--- src/rtl/alu_pkg.sv ---
package alu_pkg;
    localparam int DW  = 8;
    localparam int NW  = DW / 2;
    localparam int OPW = 4;
    localparam int FW  = 5;

    typedef enum logic [OPW-1:0] {
        OP_ADD    = 4'd0,
        OP_ADC    = 4'd1,
        OP_SUB    = 4'd2,
        OP_SBB    = 4'd3,
        OP_AND    = 4'd4,
        OP_OR     = 4'd5,
        OP_XOR    = 4'd6,
        OP_CPLA   = 4'd7,
        OP_CPLC   = 4'd8,
        OP_INC    = 4'd9,
        OP_DEC    = 4'd10,
        OP_DADJ   = 4'd11,
        OP_RSV12  = 4'd12,
        OP_RSV13  = 4'd13,
        OP_RSV14  = 4'd14,
        OP_RSV15  = 4'd15
    } alu_op_e;

    typedef struct packed {
        logic s;
        logic z;
        logic ac;
        logic p;
        logic cy;
    } flags_t;
endpackage

--- src/rtl/alu_addsub.sv ---
module alu_addsub
    import alu_pkg::*;
(
    input  logic [DW-1:0] a_i,
    input  logic [DW-1:0] b_i,
    input  logic          cin_i,
    input  logic          sub_i,
    output logic [DW-1:0] res_o,
    output logic          cy_o,
    output logic          ac_o
);
    // Subtraction is done as a + ~b + ~borrow; both carry-outs are inverted on the way out.
    logic [DW-1:0] b_eff;
    logic          c_eff;
    logic [DW:0]   sum;
    logic [NW:0]   nib;

    always_comb begin
        b_eff = sub_i ? ~b_i : b_i;
        c_eff = sub_i ? ~cin_i : cin_i;
        sum   = {1'b0, a_i} + {1'b0, b_eff} + {{DW{1'b0}}, c_eff};
        nib   = {1'b0, a_i[NW-1:0]} + {1'b0, b_eff[NW-1:0]} + {{NW{1'b0}}, c_eff};
        res_o = sum[DW-1:0];
        cy_o  = sum[DW] ^ sub_i;
        ac_o  = nib[NW] ^ sub_i;
    end
endmodule

--- src/rtl/alu_logic.sv ---
module alu_logic
    import alu_pkg::*;
(
    input  logic [DW-1:0] a_i,
    input  logic [DW-1:0] b_i,
    input  alu_op_e       op_i,
    output logic [DW-1:0] res_o
);
    always_comb begin
        unique case (op_i)
            OP_AND:  res_o = a_i & b_i;
            OP_OR:   res_o = a_i | b_i;
            OP_XOR:  res_o = a_i ^ b_i;
            default: res_o = ~a_i;
        endcase
    end
endmodule

--- src/rtl/alu_decadj.sv ---
module alu_decadj
    import alu_pkg::*;
(
    input  logic [DW-1:0] a_i,
    input  logic          ac_i,
    input  logic          cy_i,
    output logic [DW-1:0] res_o,
    output logic          ac_o,
    output logic          cy_o
);
    localparam logic [NW-1:0] NINE   = NW'(9);
    localparam logic [NW-1:0] LO_FIX = NW'(6);

    logic          lo_adj;
    logic          hi_adj;
    logic [NW:0]   lo_sum;
    logic [DW:0]   step1;

    always_comb begin
        lo_adj = (a_i[NW-1:0] > NINE) || ac_i;
        lo_sum = {1'b0, a_i[NW-1:0]} + {1'b0, (lo_adj ? LO_FIX : '0)};
        step1  = {1'b0, a_i} + {{(DW+1-NW){1'b0}}, (lo_adj ? LO_FIX : '0)};
        hi_adj = step1[DW] || (step1[DW-1:NW] > NINE) || cy_i;
        res_o  = step1[DW-1:0] + (hi_adj ? {LO_FIX, {NW{1'b0}}} : '0);
        ac_o   = lo_sum[NW];
        cy_o   = hi_adj;
    end
endmodule

--- src/rtl/alu_flagreg.sv ---
module alu_flagreg
    import alu_pkg::*;
(
    input  logic   clk,
    input  logic   rst_n,
    input  logic   we_i,
    input  flags_t d_i,
    output flags_t q_o
);
    always_ff @(posedge clk or negedge rst_n) begin
        if (!rst_n)    q_o <= '0;
        else if (we_i) q_o <= d_i;
    end


    flags_hold_chk: assert property (@(posedge clk) disable iff (!rst_n)
        !we_i |=> $stable(q_o));
endmodule

--- src/rtl/acc_alu.sv ---
module acc_alu
    import alu_pkg::*;
(
    input  logic           clk,
    input  logic           rst_n,
    input  logic [OPW-1:0] op_i,
    input  logic [DW-1:0]  acc_i,
    input  logic [DW-1:0]  opnd_i,
    input  logic           wr_en_i,
    output logic [DW-1:0]  result_o,
    output logic [FW-1:0]  flags_o
);
    alu_op_e       op;
    flags_t        cur;
    flags_t        nxt;
    logic [DW-1:0] as_a, as_b, as_res, lg_res, da_res;
    logic          as_cin, as_sub, as_cy, as_ac, da_ac, da_cy;

    assign op = alu_op_e'(op_i);

    // Operand steering for the shared adder
    always_comb begin
        as_a   = acc_i;
        as_b   = opnd_i;
        as_cin = 1'b0;
        as_sub = 1'b0;
        unique case (op)
            OP_ADC:  as_cin = cur.cy;
            OP_SUB:  as_sub = 1'b1;
            OP_SBB:  begin as_sub = 1'b1; as_cin = cur.cy; end
            OP_INC:  begin as_a = opnd_i; as_b = '0; as_cin = 1'b1; end
            OP_DEC:  begin as_a = opnd_i; as_b = '0; as_cin = 1'b1; as_sub = 1'b1; end
            default: ;
        endcase
    end

    alu_addsub u_as (.a_i(as_a), .b_i(as_b), .cin_i(as_cin), .sub_i(as_sub),
                     .res_o(as_res), .cy_o(as_cy), .ac_o(as_ac));
    alu_logic  u_lg (.a_i(acc_i), .b_i(opnd_i), .op_i(op), .res_o(lg_res));
    alu_decadj u_da (.a_i(acc_i), .ac_i(cur.ac), .cy_i(cur.cy),
                     .res_o(da_res), .ac_o(da_ac), .cy_o(da_cy));

    // Result select and next-flag computation
    always_comb begin
        nxt      = cur;
        result_o = acc_i;
        unique case (op)
            OP_ADD, OP_ADC, OP_SUB, OP_SBB: begin
                result_o = as_res;
                nxt.cy   = as_cy;
                nxt.ac   = as_ac;
            end
            OP_INC, OP_DEC: begin
                result_o = as_res;
                nxt.ac   = as_ac;
            end
            OP_AND, OP_OR, OP_XOR: begin
                result_o = lg_res;
                nxt.cy   = 1'b0;
                nxt.ac   = 1'b0;
            end
            OP_CPLA: result_o = lg_res;
            OP_CPLC: nxt.cy = ~cur.cy;
            OP_DADJ: begin
                result_o = da_res;
                nxt.cy   = da_cy;
                nxt.ac   = da_ac;
            end
            default: ;
        endcase
        if (!(op inside {OP_CPLA, OP_CPLC, OP_RSV12, OP_RSV13, OP_RSV14, OP_RSV15})) begin
            nxt.s = result_o[DW-1];
            nxt.z = (result_o == '0);
            nxt.p = ~^result_o;
        end
    end

    alu_flagreg u_fr (.clk(clk), .rst_n(rst_n), .we_i(wr_en_i), .d_i(nxt), .q_o(cur));

    assign flags_o = cur;


    incdec_keep_cy_chk: assert property (@(posedge clk) disable iff (!rst_n)
        (wr_en_i && (op_i == OP_INC || op_i == OP_DEC)) |=> cur.cy == $past(cur.cy));

    logic_clr_cy_chk: assert property (@(posedge clk) disable iff (!rst_n)
        (wr_en_i && (op_i == OP_AND || op_i == OP_OR || op_i == OP_XOR)) |=> (!cur.cy && !cur.ac));

    cplc_toggle_chk: assert property (@(posedge clk) disable iff (!rst_n)
        (wr_en_i && op_i == OP_CPLC) |=> cur.cy != $past(cur.cy));

    cpla_keep_chk: assert property (@(posedge clk) disable iff (!rst_n)
        (wr_en_i && op_i == OP_CPLA) |=> $stable(cur));

    zero_flag_chk: assert property (@(posedge clk) disable iff (!rst_n)
        (wr_en_i && op_i <= OP_XOR) |=> cur.z == ($past(result_o) == '0));
endmodule

--- config.mk ---
export PLATFORM = sky130hd
export DESIGN_NAME = acc_alu
export DESIGN_NICKNAME = d
export VERILOG_FILES = /design/src/rtl/alu_pkg.sv /design/src/rtl/alu_addsub.sv /design/src/rtl/alu_logic.sv /design/src/rtl/alu_decadj.sv /design/src/rtl/alu_flagreg.sv /design/src/rtl/acc_alu.sv
export SDC_FILE = /design/constraint.sdc
export NUM_CORES = 1
export LEC_CHECK = 0
export BUFFER_PORTS_ARGS = -buffer_cell sky130_fd_sc_hd__buf_2
export CAP_MARGIN = 5
export CELL_PAD_IN_SITES_DETAIL_PLACEMENT = 1
export CELL_PAD_IN_SITES_GLOBAL_PLACEMENT = 1
export CORE_ASPECT_RATIO = 0.75
export CORE_MARGIN = 4
export CORE_UTILIZATION = 43
export CTS_CLUSTER_DIAMETER = 80
export CTS_CLUSTER_SIZE = 12
export DETAILED_ROUTE_END_ITERATION = 16
export GPL_ROUTABILITY_DRIVEN = 0
export PLACE_DENSITY_LB_ADDON = 0.2
export RECOVER_POWER = 100
export SLEW_MARGIN = 30
export SYNTH_ARGS = -nofsm -noshare
export SYNTH_HDL_FRONTEND = slang
export SYNTH_HIERARCHICAL = 1
export SYNTH_SLANG_ARGS = --single-unit
--- constraint.sdc ---
create_clock -name clk -period 5.8 [get_ports clk]
set_clock_uncertainty 0.05 [all_clocks]
set_input_delay 0.87 -clock clk [delete_from_list [all_inputs] [get_ports clk]]
set_output_delay 0.87 -clock clk [all_outputs]
set_load 0.05 [all_outputs]
Yosys cells after proc, flatten, opt, wreduce, memory -nomap -nowiden. Cells that the tools add are included.

Logic and storage cells: 70. Flip-flop bits (word level): 5. Input bits: 23.

Bitwise logic cells: 10. Reduce and logical (&&, ||, !) cells: 19. Eq/ne operators: 15. Add/subtract/negate cells: 7. Order comparisons: 2. Muxes and demuxes: 12.

Operators with widths (number): $pmux W8 S3 (2); $eq A4 B4 Y1 const B (8); $mux W8 (3); $eq A4 B3 Y1 const B (4); $not A8 Y8 (2); $add A4 B4 Y5 (2); $add A8 B4 Y9 (1); $add A8 B8 Y9 (1); $add A9 B1 Y9 (1); $add A8 B8 Y8 (1); $and A8 B8 Y8 (1); $eq A4 B2 Y1 const B (2); $gt A4 B4 Y1 const B (2); $logic_not A8 Y1 (1); $or A8 B8 Y8 (1); $reduce_or A4 Y1 (2); $reduce_xnor A8 Y1 (1); $xor A8 B8 Y8 (1); $mux W7 (1); $reduce_and A2 Y1 (3); $reduce_bool A6 Y1 (1); $reduce_or A3 Y1 (2); $reduce_or A6 Y1 (1); $add A5 B1 Y5 (1); 13 further kinds (20).

Logic depth before layout (Yosys ltp). Gate-level depths: netlist (run 1).

Depth after elaboration: 11. Depth in mapped cells: 21.

By module. Netlist (run 1), hierarchy kept.

Modules (own cells, without submodules): acc_alu (seq. area each 0.0 µm², instances 1, cells an instance 129, area an instance 843.3 µm²); alu_logic (seq. area each 0.0 µm², instances 1, cells an instance 76, area an instance 538.0 µm²); alu_addsub (seq. area each 0.0 µm², instances 1, cells an instance 52, area an instance 439.2 µm²); alu_decadj (seq. area each 0.0 µm², instances 1, cells an instance 30, area an instance 249.0 µm²); alu_flagreg (seq. area each 125.1 µm², instances 1, cells an instance 10, area an instance 181.4 µm²).

Worst setup path after synthesis (run 1). Ideal clock, no wire load.

Path type: input -> register. From: input port acc_i[1]. To: register u_fr/q_o[1] in the netlist's numbering. Arrival: 4.721 ns. Slack: 0.905 ns. Data required time: 5.625 ns. Stages on the path: 21. Setup time: 0.125 ns. Path through: o21ai_0 > nand2b_1 > ha_1 > fa_1 > and4_1 > a31o_2 > a221o_1 > ha_1 > inv_1 > fa_1 > xnor2_1 > xnor2_1 > nand3_1 > o21ai_0 > a221o_1 > o21ai_0 > ha_1 > xnor2_1 > xnor2_1 > mux2_2 > mux2_2.

Word-level cells in the longest chain between the ends: 11. Elaborated cells between the ends (all ways): 19. Those cells by class: add/sub (4); order compare (2); mux (5); bitwise (4); reduce/logical (4).

Ends and longest elaborated chain: start: declaration (line acc_alu.sv:7) `input logic [DW-1:0] acc_i,`; $gt A4 B4 Y1 (line alu_decadj.sv:20) `lo_adj = (a_i[NW-1:0] > NINE) || ac_i;`; $logic_or A1 B1 Y1 (line alu_decadj.sv:20); $mux W3 (line alu_decadj.sv:22) `step1 = {1'b0, a_i} + {{(DW+1-NW){1'b0}}, (lo_adj ? LO_FIX : '0)};`; $add A8 B4 Y9 * (line alu_decadj.sv:22); $gt A4 B4 Y1 (line alu_decadj.sv:23) `hi_adj = step1[DW] || (step1[DW-1:NW] > NINE) || cy_i;`; $logic_or A1 B1 Y1 * (2 in series) (line alu_decadj.sv:23); named net da_cy (line acc_alu.sv:17) `logic as_cin, as_sub, as_cy, as_ac, da_ac, da_cy;`; $mux W7 * (line alu_decadj.sv:24) `res_o = step1[DW-1:0] + (hi_adj ? {LO_FIX, {NW{1'b0}}} : '0);`; $add A8 B8 Y8 * (line alu_decadj.sv:24); named net da_res[7] (line acc_alu.sv:16) `logic [DW-1:0] as_a, as_b, as_res, lg_res, da_res;`; $pmux W8 S3 * (line acc_alu.sv:47) `unique case (op)`; $reduce_xnor A8 Y1 * (line acc_alu.sv:74) `nxt.p = ~^result_o;`; end signal: assignment (line alu_flagreg.sv:12) `else if (we_i) q_o <= d_i;`; end: declaration (line alu_flagreg.sv:8) `output flags_t q_o`.

Mark *: on every way through the listed nets, which the timed path passes. The rest lies on a longest branch. A chain may end at the register's enable or synchronous reset.

Worst setup path after layout (run 1).
From: input port acc_i[2]. To: output port result_o[7].

Word-level cells in the longest chain between the ends: 10. Elaborated cells between the ends (all ways): 13. Those cells by class: add/sub (4); order compare (2); mux (4); reduce/logical (3).

Ends and longest elaborated chain: $gt A4 B4 Y1 (line alu_decadj.sv:20); $logic_or A1 B1 Y1 (line alu_decadj.sv:20); $mux W3 (line alu_decadj.sv:22); $add A8 B4 Y9 * (line alu_decadj.sv:22); $gt A4 B4 Y1 (line alu_decadj.sv:23); $logic_or A1 B1 Y1 * (2 in series) (line alu_decadj.sv:23); named net da_cy (line acc_alu.sv:17); $mux W7 * (line alu_decadj.sv:24); $add A8 B8 Y8 * (line alu_decadj.sv:24); named net da_res[7] (line acc_alu.sv:16); $pmux W8 S3 * (line acc_alu.sv:47); end: declaration (line acc_alu.sv:10) `output logic [DW-1:0] result_o,`.

Marks and branches as above.

==> metrics.txt, run 1 <==
CTS root buf clkbuf_8; Slew @ Worst Pin 0.7164 ns; combinational share of power 0.770; r2r endpoint u_fr/q_o[1]; final wirelength approximately 7300 µm; Routed Antenna Nets 0; Crit Path Category in2out; clock power share 0.125; Worst Path Max Fanout 9; dpl hpwl 5931 µm; unrepaired setup endpoints after global routing false; final hold vios 0; Pwr Density ~210 nW/µm²; asr flop ratio synth 1.000; Cell Int Power 0.2436 mW; DR WL/cell 18.36 µm; fmax 0.1835 GHz; DR iter-0 viols 182; nature of the critical path startpoint input pin; setup TNS 0 ns; share of post-route cells with drive strength above 1 0.1728; Syn. warnings 6; CP Cell Sequence clkbuf_1 -> o21ai_0 -> nand2b_1 -> ha_1 -> fa_1 -> and4_1 -> a21oi_1 -> a221o_1 -> ha_1 -> inv_1 -> fa_1 -> xnor2_1 -> xnor2_1 -> nand3_1 -> o21ai_0 -> a221o_1 -> o21a_1 -> buf_2; number of diodes 0; Layout Cell Area excl Fill 2491 µm²; CP Capture Type primary output; I/O pins 36; fill count about 660; H-tree depth 1; Final WS setup between 0.3 and 0.4 ns; post-synth top area share 0.1668; Syn Inst Count 297; synth top area cells ha_1, o21ai_0, mux2_2; distinct cell type count after synthesis 52; fin crit share 0.9396; DIE AREA around 6500 µm²; CTS tree done; TritonRoute pass-1 iters 4; commonest cells in the netlist o21ai_0, ha_1, inv_1; worst hold path class in2async; main flop type after synthesis dfrtp_1; net count after synthesis roughly 350; Hold Buf Count CTS 0; Inserted Clock Buffers 3; post-CTS setup buffer count 0; GRT Overall Usage 0.2245; leakage 1.163 nW; worst-skew pair later-pin latency roughly 0.22 ns; # rows 22; top flop regs u_fr/q_o (5); maximum VDD drop approximately 0.16 mV; DR vias/cell 5.811; Worst path slowest cell fa_1; post-CTS resize count 0; Post-Place Cells 392; port buffer count 35; Yosys top cell by area ha_1; worst flop-to-flop path startpoint u_fr/q_o[2]; final setup fails 0; Initial Utilization 0.4518; DP Worst Slack 0.2683 ns; initial antenna violation count 0; Sw Pwr between 0.2 and 0.3 mW; Die Wd between 90 and 100 µm; status complete, no violations; CTS clk-pin slew, worst paths 0.04 ns; vias in the first global route between 2000 and 2500; switching portion of total power 0.5362; Max-slew headroom 0.5214; R2R depth 20; Post-DP Area 2461 µm²; reported max-cap violation count 0; Post-route DRC 0; max FFs per register 5; Core Region ~5000 µm²; final net count 382; largest net degree at the start of global routing 36; Die H between 70 and 80 µm; reg2reg setup slack 0.94 ns; top-count cell post-synth o21ai_0; Worst path max stage delay 0.45 ns; Arr. time, crit path 4.53 ns; fin cells 396; global-route wire length before repair 11780 µm; CTS sink count 5; global route overflow 0; Mean Syn Cell Area 7.579 µm²; Clock Path Buffers 2; critical path required time 4.88 ns; EDFF count, synth 0; via count 2301; Biggest register u_fr/q_o; Seq/Total Area, Yosys 0.05559; Final min period 5.450 ns; max-slew violation count 0; final core occ 0.5000; flops & latches, synth 5; Seq pwr share 0.105; P&R area growth vs syn 10.67%; Cell Area, Synth 2251 µm²
## per-layer routing
layer / GRT usage / vias to the layer above / part of all wire
met5: 0 / - / 0
met4: 0.03177 / 0 / 0.0073
met3: 0.03401 / 5 / 0.063
met2: 0.3636 / 57 / 0.45
met1: 0.3222 / 1119 / 0.48
li1: - / 1120 / -
## cell usage in the layout, fill, tap and decap left out, types with 9 or more instances in the layout
master,n
nand2_1,18
buf_2,23
o22ai_1,9
xor2_1,14
mux2_2,12
nor2b_1,17
o21ai_0,35
a21oi_1,10
inv_1,26
ha_1,30
xnor2_1,12
clkbuf_1,12
## cell type report
cell class,count,area [µm²],share of cell area
Timing Repair Buffer,40,198.9,0.07986
Tap cell,72,90.09,0.03616
Inverter,26,97.59,0.03918
Multi-Input combinational cell,249,1934,0.7765
Clock buffer,4,45.04,0.01808
Sequential cell,5,125.1,0.05023
## worst max path at each step
stage / start / end
2_1_floorplan: acc_i[1] / u_fr/q_o[1]
3_3_place_gp: acc_i[2] / u_fr/q_o[1]
3_5_place_dp: acc_i[2] / u_fr/q_o[1]
4_1_cts: acc_i[2] / result_o[7]
5_1_grt: acc_i[2] / result_o[7]
6_report: acc_i[2] / result_o[7]
## cells by family after synthesis
kind of cell,Yosys count,synth area share
compound gates,94,0.2791
xor+xnor,26,0.1012
fa+ha+maj,34,0.2023
buf+inv,43,0.08671
flops,5,0.05559
mux,17,0.08393
simple gates,78,0.1912
## critical path, delay by kind of cell
family | cells | cell delay [ns]
and+or+nand+nor | 3 | 0.48
xor gates and xnor gates | 2 | 0.29
buffers and inverters | 3 | 0.45
AOI/OAI and AO/OA | 6 | 1.21
adders and majority gates | 4 | 1.22
## power by group through the flow
stage | logic, mW | registers [mW] | clock network [mW]
2_1_floorplan | 0.272 | 0.0853 | 0
3_3_place_gp | 0.393 | 0.0547 | 0
3_5_place_dp | 0.406 | 0.0550 | 0
4_1_cts | 0.407 | 0.0544 | 0.0667
5_1_grt | 0.442 | 0.0569 | 0.0708
6_report | 0.404 | 0.0549 | 0.0658
## through the flow
stage	hold WS, ns	power [mW]
after floorplan	0.5244	0.3569
after global placement	0.4665	0.4479
after detailed placement	0.4836	0.4606
after CTS	0.4093	0.5286
after global routing	0.4657	0.5693
final	0.4540	0.5252
No activity file was read; power rests on OpenSTA's default activity.
==> run 2, diff against run 1 <==
==> constraint.sdc (replaced) <==
create_clock -name clk -period 5.8 [get_ports clk]
set_clock_uncertainty 0.05 [all_clocks]
set_input_delay 1.16 -clock clk [delete_from_list [all_inputs] [get_ports clk]]
set_output_delay 1.16 -clock clk [all_outputs]
set_load 0.05 [all_outputs]
==> metrics.txt, run 2 (synthesized netlist as in run 1, its figures left out) <==
worst-skew pair later-pin latency 0.22 ns (about the same); fin cells 409 (+3.3%); largest net degree at the start of global routing 20 (-44%); CTS sink count 5 (unchanged); worst hold path class reg2reg; worst flop-to-flop path startpoint u_fr/q_o[2]; DR vias/cell 5.758 (-0.91%); Post-route DRC 0 (unchanged); Initial Utilization 0.4518 (unchanged); DR iter-0 viols 143 (-21%); worst hold endpoint u_fr/q_o[4]; DIE AREA 6468 µm² (unchanged); Pwr Density 206.3 nW/µm² (-2.1%); Die Wd 91.55 µm (unchanged); GRT Overall Usage 0.2246 (about the same); top flop regs u_fr/q_o (5); nature of the critical path startpoint input pin; Post-DP Area 2536 µm² (+3.1%); P&R area growth vs syn 17.01%; Crit Path Category in2out; hold wc startpoint u_fr/q_o[4]; final net count 395 (+3.4%); CP Capture Type primary output; Final min period 5.708 ns (+0.2585 ns); reg2reg setup slack 0.99 ns (+0.05 ns); CP Buf/Inv Count 3 (unchanged); Slew @ Worst Pin 0.6532 ns (-0.06322 ns); worst setup path start acc_i[1]; commonest non-fill, non-tap cell in the layout o21ai_0; fin crit share 0.9842 (+0.04456); max-slew violation count 0 (unchanged); Final WS setup 0.09175 ns (-0.2585 ns); Post-Place Cells 402 (+2.6%); Layout Cell Area excl Fill 2634 µm² (+5.7%); fmax 0.1752 GHz (-4.5%); fill count 653 (-0.46%); setup TNS 0 ns (unchanged); CP Cell Sequence buf_2 -> o21ai_1 -> nand2b_1 -> ha_4 -> fa_2 -> and4_4 -> a31o_2 -> a221o_1 -> ha_1 -> inv_2 -> fa_2 -> xnor2_2 -> xnor2_1 -> nand3_1 -> o21ai_0 -> a221o_1 -> o21a_1 -> buf_6; final wirelength 7512 µm (+3.3%); final core occ 0.5286 (+0.02863); Worst path max stage delay 0.40 ns (-0.05 ns); CTS clk-pin slew, worst paths 0.04 ns (about the same); port buffer count 35 (unchanged); CTS root buf clkbuf_8; Clock Path Buffers 2 (unchanged); area of the multi-input gates 1968 µm² (+1.7%); r2r endpoint u_fr/q_o[1]; TritonRoute pass-1 iters 4 (unchanged); delay-heaviest family, CP compound AO/OA/AOI/OAI gates; Worst Path Max Fanout 4 (-5); maximum VDD drop 0.2256 mV (+37%); Max-slew headroom 0.5636 (+0.04223); I/O pins 36 (unchanged); final setup fails 0 (unchanged); hold_ws 0.4866 ns (+0.03262 ns); register area 125.1 µm² (unchanged); global-route wire length before repair 11880 µm (+0.87%); DR WL/cell 18.37 µm (about the same); DP Worst Slack -0.1250 ns (-0.3933 ns); initial antenna violation count 0 (unchanged); global route overflow 0 (unchanged); vias in the first global route 2279 (-1.8%); Die H 70.66 µm (unchanged); max FFs per register 5 (unchanged); status complete, no violations; Inserted Clock Buffers 3 (unchanged); Routed Antenna Nets 0 (unchanged); Arr. time, crit path 4.50 ns (-0.03 ns); number of diodes 0 (unchanged); total power 0.5434 mW (+3.5%); share of post-route cells with drive strength above 1 0.2404 (+0.06752); Hold Buf Count CTS 0 (unchanged); dpl hpwl 5897 µm (-0.56%); reported max-cap violation count 0 (unchanged); most frequent cells in the layout o21ai_0, ha_1, buf_2; Hold Path Stages 1; R2R depth 21 (+5.0%); Worst path slowest cell fa_2; # rows 22 (unchanged); final hold vios 0 (unchanged); Core Region 4982 µm² (unchanged); CTS tree done; Biggest register u_fr/q_o; via count 2355 (+2.3%); leakage 1.244 nW (+6.9%); critical path required time 4.59 ns (-0.29 ns); H-tree depth 1 (unchanged)
run 2: cell count changes in the layout (fill, tap and decap cells not counted), moves of 2 or more:
cell / change
fa_2: +2
clkbuf_1: -4
buf_2: +4
fa_1: -2
buf_4: +13
run 2: repair_timing:
| action | in CTS | in global routing |
|---|---|---|
| setup endpoints to repair | 1 | 2 |
| endpoints found under the hold margin | 0 | 0 |
| buffers inserted | 1 | 2 |
| pin swaps | 0 | 3 |
| gates resized for setup | 3 | 8 |
run 2: power by group:
| group | switching [mW] | internal, mW | total (mW) |
|---|---|---|---|
| combinational | 0.255 | 0.169 | 0.423 |
| sequential | 0.00997 | 0.0446 | 0.0546 |
| clock | 0.0181 | 0.0473 | 0.0653 |
run 2: worst max-delay path by stage:
stage	to	slack, ns	cells past startpoint
final	result_o[7]	0.09	18
after global routing	result_o[7]	-0.03	18
after CTS	result_o[7]	0.008	18
after detailed placement	result_o[7]	-0.12	18
after global placement	result_o[7]	0.15	18
after floorplan	result_o[6]	0.33	13
run 2: routing by layer:
layer,global-route usage,wire [µm],share of wire,up-vias
met2,0.3700,3397,0.45,80
met1,0.3282,3504,0.47,1129
met5,0,0,0,-
met4,0.01505,58,0.0077,0
li1,-,-,-,1140
met3,0.02657,552,0.073,6
run 2: final cells by class:
cell class | count | area share
clock buffers | 4 | 0.01710
inverters | 26 | 0.03705
multi-input cells | 249 | 0.7473
flip-flops and latches | 5 | 0.04751
well taps | 72 | 0.03420
repair buffers | 53 | 0.1169
==> run 3, diff against run 2 <==
REMOVE_ABC_BUFFERS = 1   (was not set)
==> metrics.txt, run 3 (synthesized netlist as in run 1, its figures left out) <==
hold_ws 0.4864 ns (-0.0001800 ns); CTS clk-pin slew, worst paths 0.04 ns (about the same); global-route wire length before repair 11430 µm (-3.8%); vias in the first global route 2212 (-2.9%); Post-route DRC 0 (unchanged); Post-Place Cells 403 (+0.25%); number of diodes 0 (unchanged); initial antenna violation count 0 (unchanged); most frequent cells in the layout o21ai_0, ha_1, inv_1, buf_2, buf_4; Core Region 4982 µm² (unchanged); nature of the critical path startpoint input pin; final setup fails 0 (unchanged); CTS tree done; worst hold path class reg2reg; max-slew violation count 0 (unchanged); DR iter-0 viols 134 (-6.3%); commonest non-fill, non-tap cell in the layout o21ai_0; critical path required time 4.59 ns (about the same); Inserted Clock Buffers 3 (unchanged); dpl hpwl 5714 µm (-3.1%); port buffer count 35 (unchanged); leakage 1.242 nW (-0.16%); Clock Path Buffers 2 (unchanged); share of post-route cells with drive strength above 1 0.2292 (-0.01119); CTS root buf clkbuf_8; Crit Path Category in2out; via count 2342 (-0.55%); DR WL/cell 17.14 µm (-6.7%); max FFs per register 5 (unchanged); fmax 0.1773 GHz (+1.2%); Routed Antenna Nets 0 (unchanged); Max-slew headroom 0.5510 (-0.01265); fin cells 408 (-0.24%); Biggest register u_fr/q_o; # rows 22 (unchanged); Worst Path Max Fanout 3 (-1); final wirelength 6994 µm (-6.9%); final hold vios 0 (unchanged); Worst path max stage delay 0.41 ns (about the same); total power 0.5320 mW (-2.1%); DR vias/cell 5.740 (-0.31%); worst-skew pair later-pin latency 0.22 ns (about the same); fill count 653 (unchanged); largest net degree at the start of global routing 25 (+25%); H-tree depth 1 (unchanged); P&R area growth vs syn 16.01%; final net count 394 (-0.25%); global route overflow 0 (unchanged); Arr. time, crit path 4.43 ns (-0.07 ns); top flop regs u_fr/q_o (5); status complete, no violations; GRT Overall Usage 0.2140 (-0.01062); TritonRoute pass-1 iters 4 (unchanged); setup TNS 0 ns (unchanged); fin crit share 0.9724 (-0.01177); reported max-cap violation count 0 (unchanged); Die H 70.66 µm (unchanged); Die Wd 91.55 µm (unchanged); Worst path slowest cell fa_1; CP Cell Sequence buf_2 -> o21ai_2 -> nand2b_1 -> ha_1 -> fa_1 -> and4_1 -> a21oi_2 -> a221o_1 -> ha_1 -> inv_1 -> fa_1 -> xnor2_2 -> xnor2_1 -> nand3_1 -> o21ai_0 -> a221o_1 -> o21a_1 -> buf_4; delay-heaviest family, CP adder cells; Pwr Density 203.7 nW/µm² (-1.2%); maximum VDD drop 0.08425 mV (-63%); I/O pins 36 (unchanged); CP Buf/Inv Count 3 (unchanged); Initial Utilization 0.4518 (unchanged); Hold Buf Count CTS 0 (unchanged); DIE AREA 6468 µm² (unchanged); Slew @ Worst Pin 0.6735 ns (+0.02023 ns); CTS sink count 5 (unchanged); Final min period 5.640 ns (-0.06828 ns); CP Capture Type primary output
## run 3: changes by cell type in the layout (fill, tap and decap cells not counted), sizes merged
cell,before,now
buf,46,45
## run 3: area by class of cell
class                           instances  area [µm²]  area share
Sequential cell                         5       125.1     0.04792
Inverter                               26       97.59     0.03737
Clock buffer                            4       45.04     0.01725
Multi-Input combinational cell        249        1954      0.7484
Tap cell                               72       90.09     0.03450
Timing Repair Buffer                   52       299.0      0.1145
## run 3: per-stage QoR
step / utilization / area (µm²) / setup WS [ns]
after floorplan: - / 2153 / -0.04142
after global placement: 0.5105 / 2544 / 0.1690
after detailed placement: 0.5105 / 2544 / 0.06214
after CTS: 0.5196 / 2589 / 0.05915
after global routing: 0.5241 / 2611 / -0.02334
final: 0.5241 / 2611 / 0.1600
## run 3: power by group
group	internal, mW	switching (mW)
clock network	0.0472	0.0174
logic	0.165	0.246
registers	0.0446	0.0119
## run 3: repair_timing
action	in CTS	in global routing
setup endpoints to repair	0	2
resized for setup	0	8
buffers inserted	0	1
## run 3: routing by layer
| layer | up-vias | share of wire | routed length, µm | track usage |
|---|---|---|---|---|
| met4 | 0 | 0.0020 | 14 | 0.01839 |
| li1 | 1143 | - | - | - |
| met2 | 57 | 0.44 | 3103 | 0.3304 |
| met1 | 1140 | 0.50 | 3526 | 0.3303 |
| met3 | 2 | 0.050 | 349 | 0.02232 |
| met5 | - | 0 | 0 | 0 |
## run 3: worst paths after layout
| kind | cells after the start | from | slack (ns) | to |
|---|---|---|---|---|
| worst max-delay path | 18 | acc_i[1] | 0.16 | result_o[7] |
| worst min-delay path | 1 | u_fr/q_o[1] | 0.49 | u_fr/q_o[1] |
| worst max register to register | 20 | u_fr/q_o[2] | 1.18 | u_fr/q_o[1] |
| worst min register to register | 1 | u_fr/q_o[1] | 0.49 | u_fr/q_o[1] |
| max in group asynchronous | 1 | rst_n | 4.71 | u_fr/q_o[2] |
| min in group asynchronous | 1 | rst_n | 0.75 | u_fr/q_o[1] |
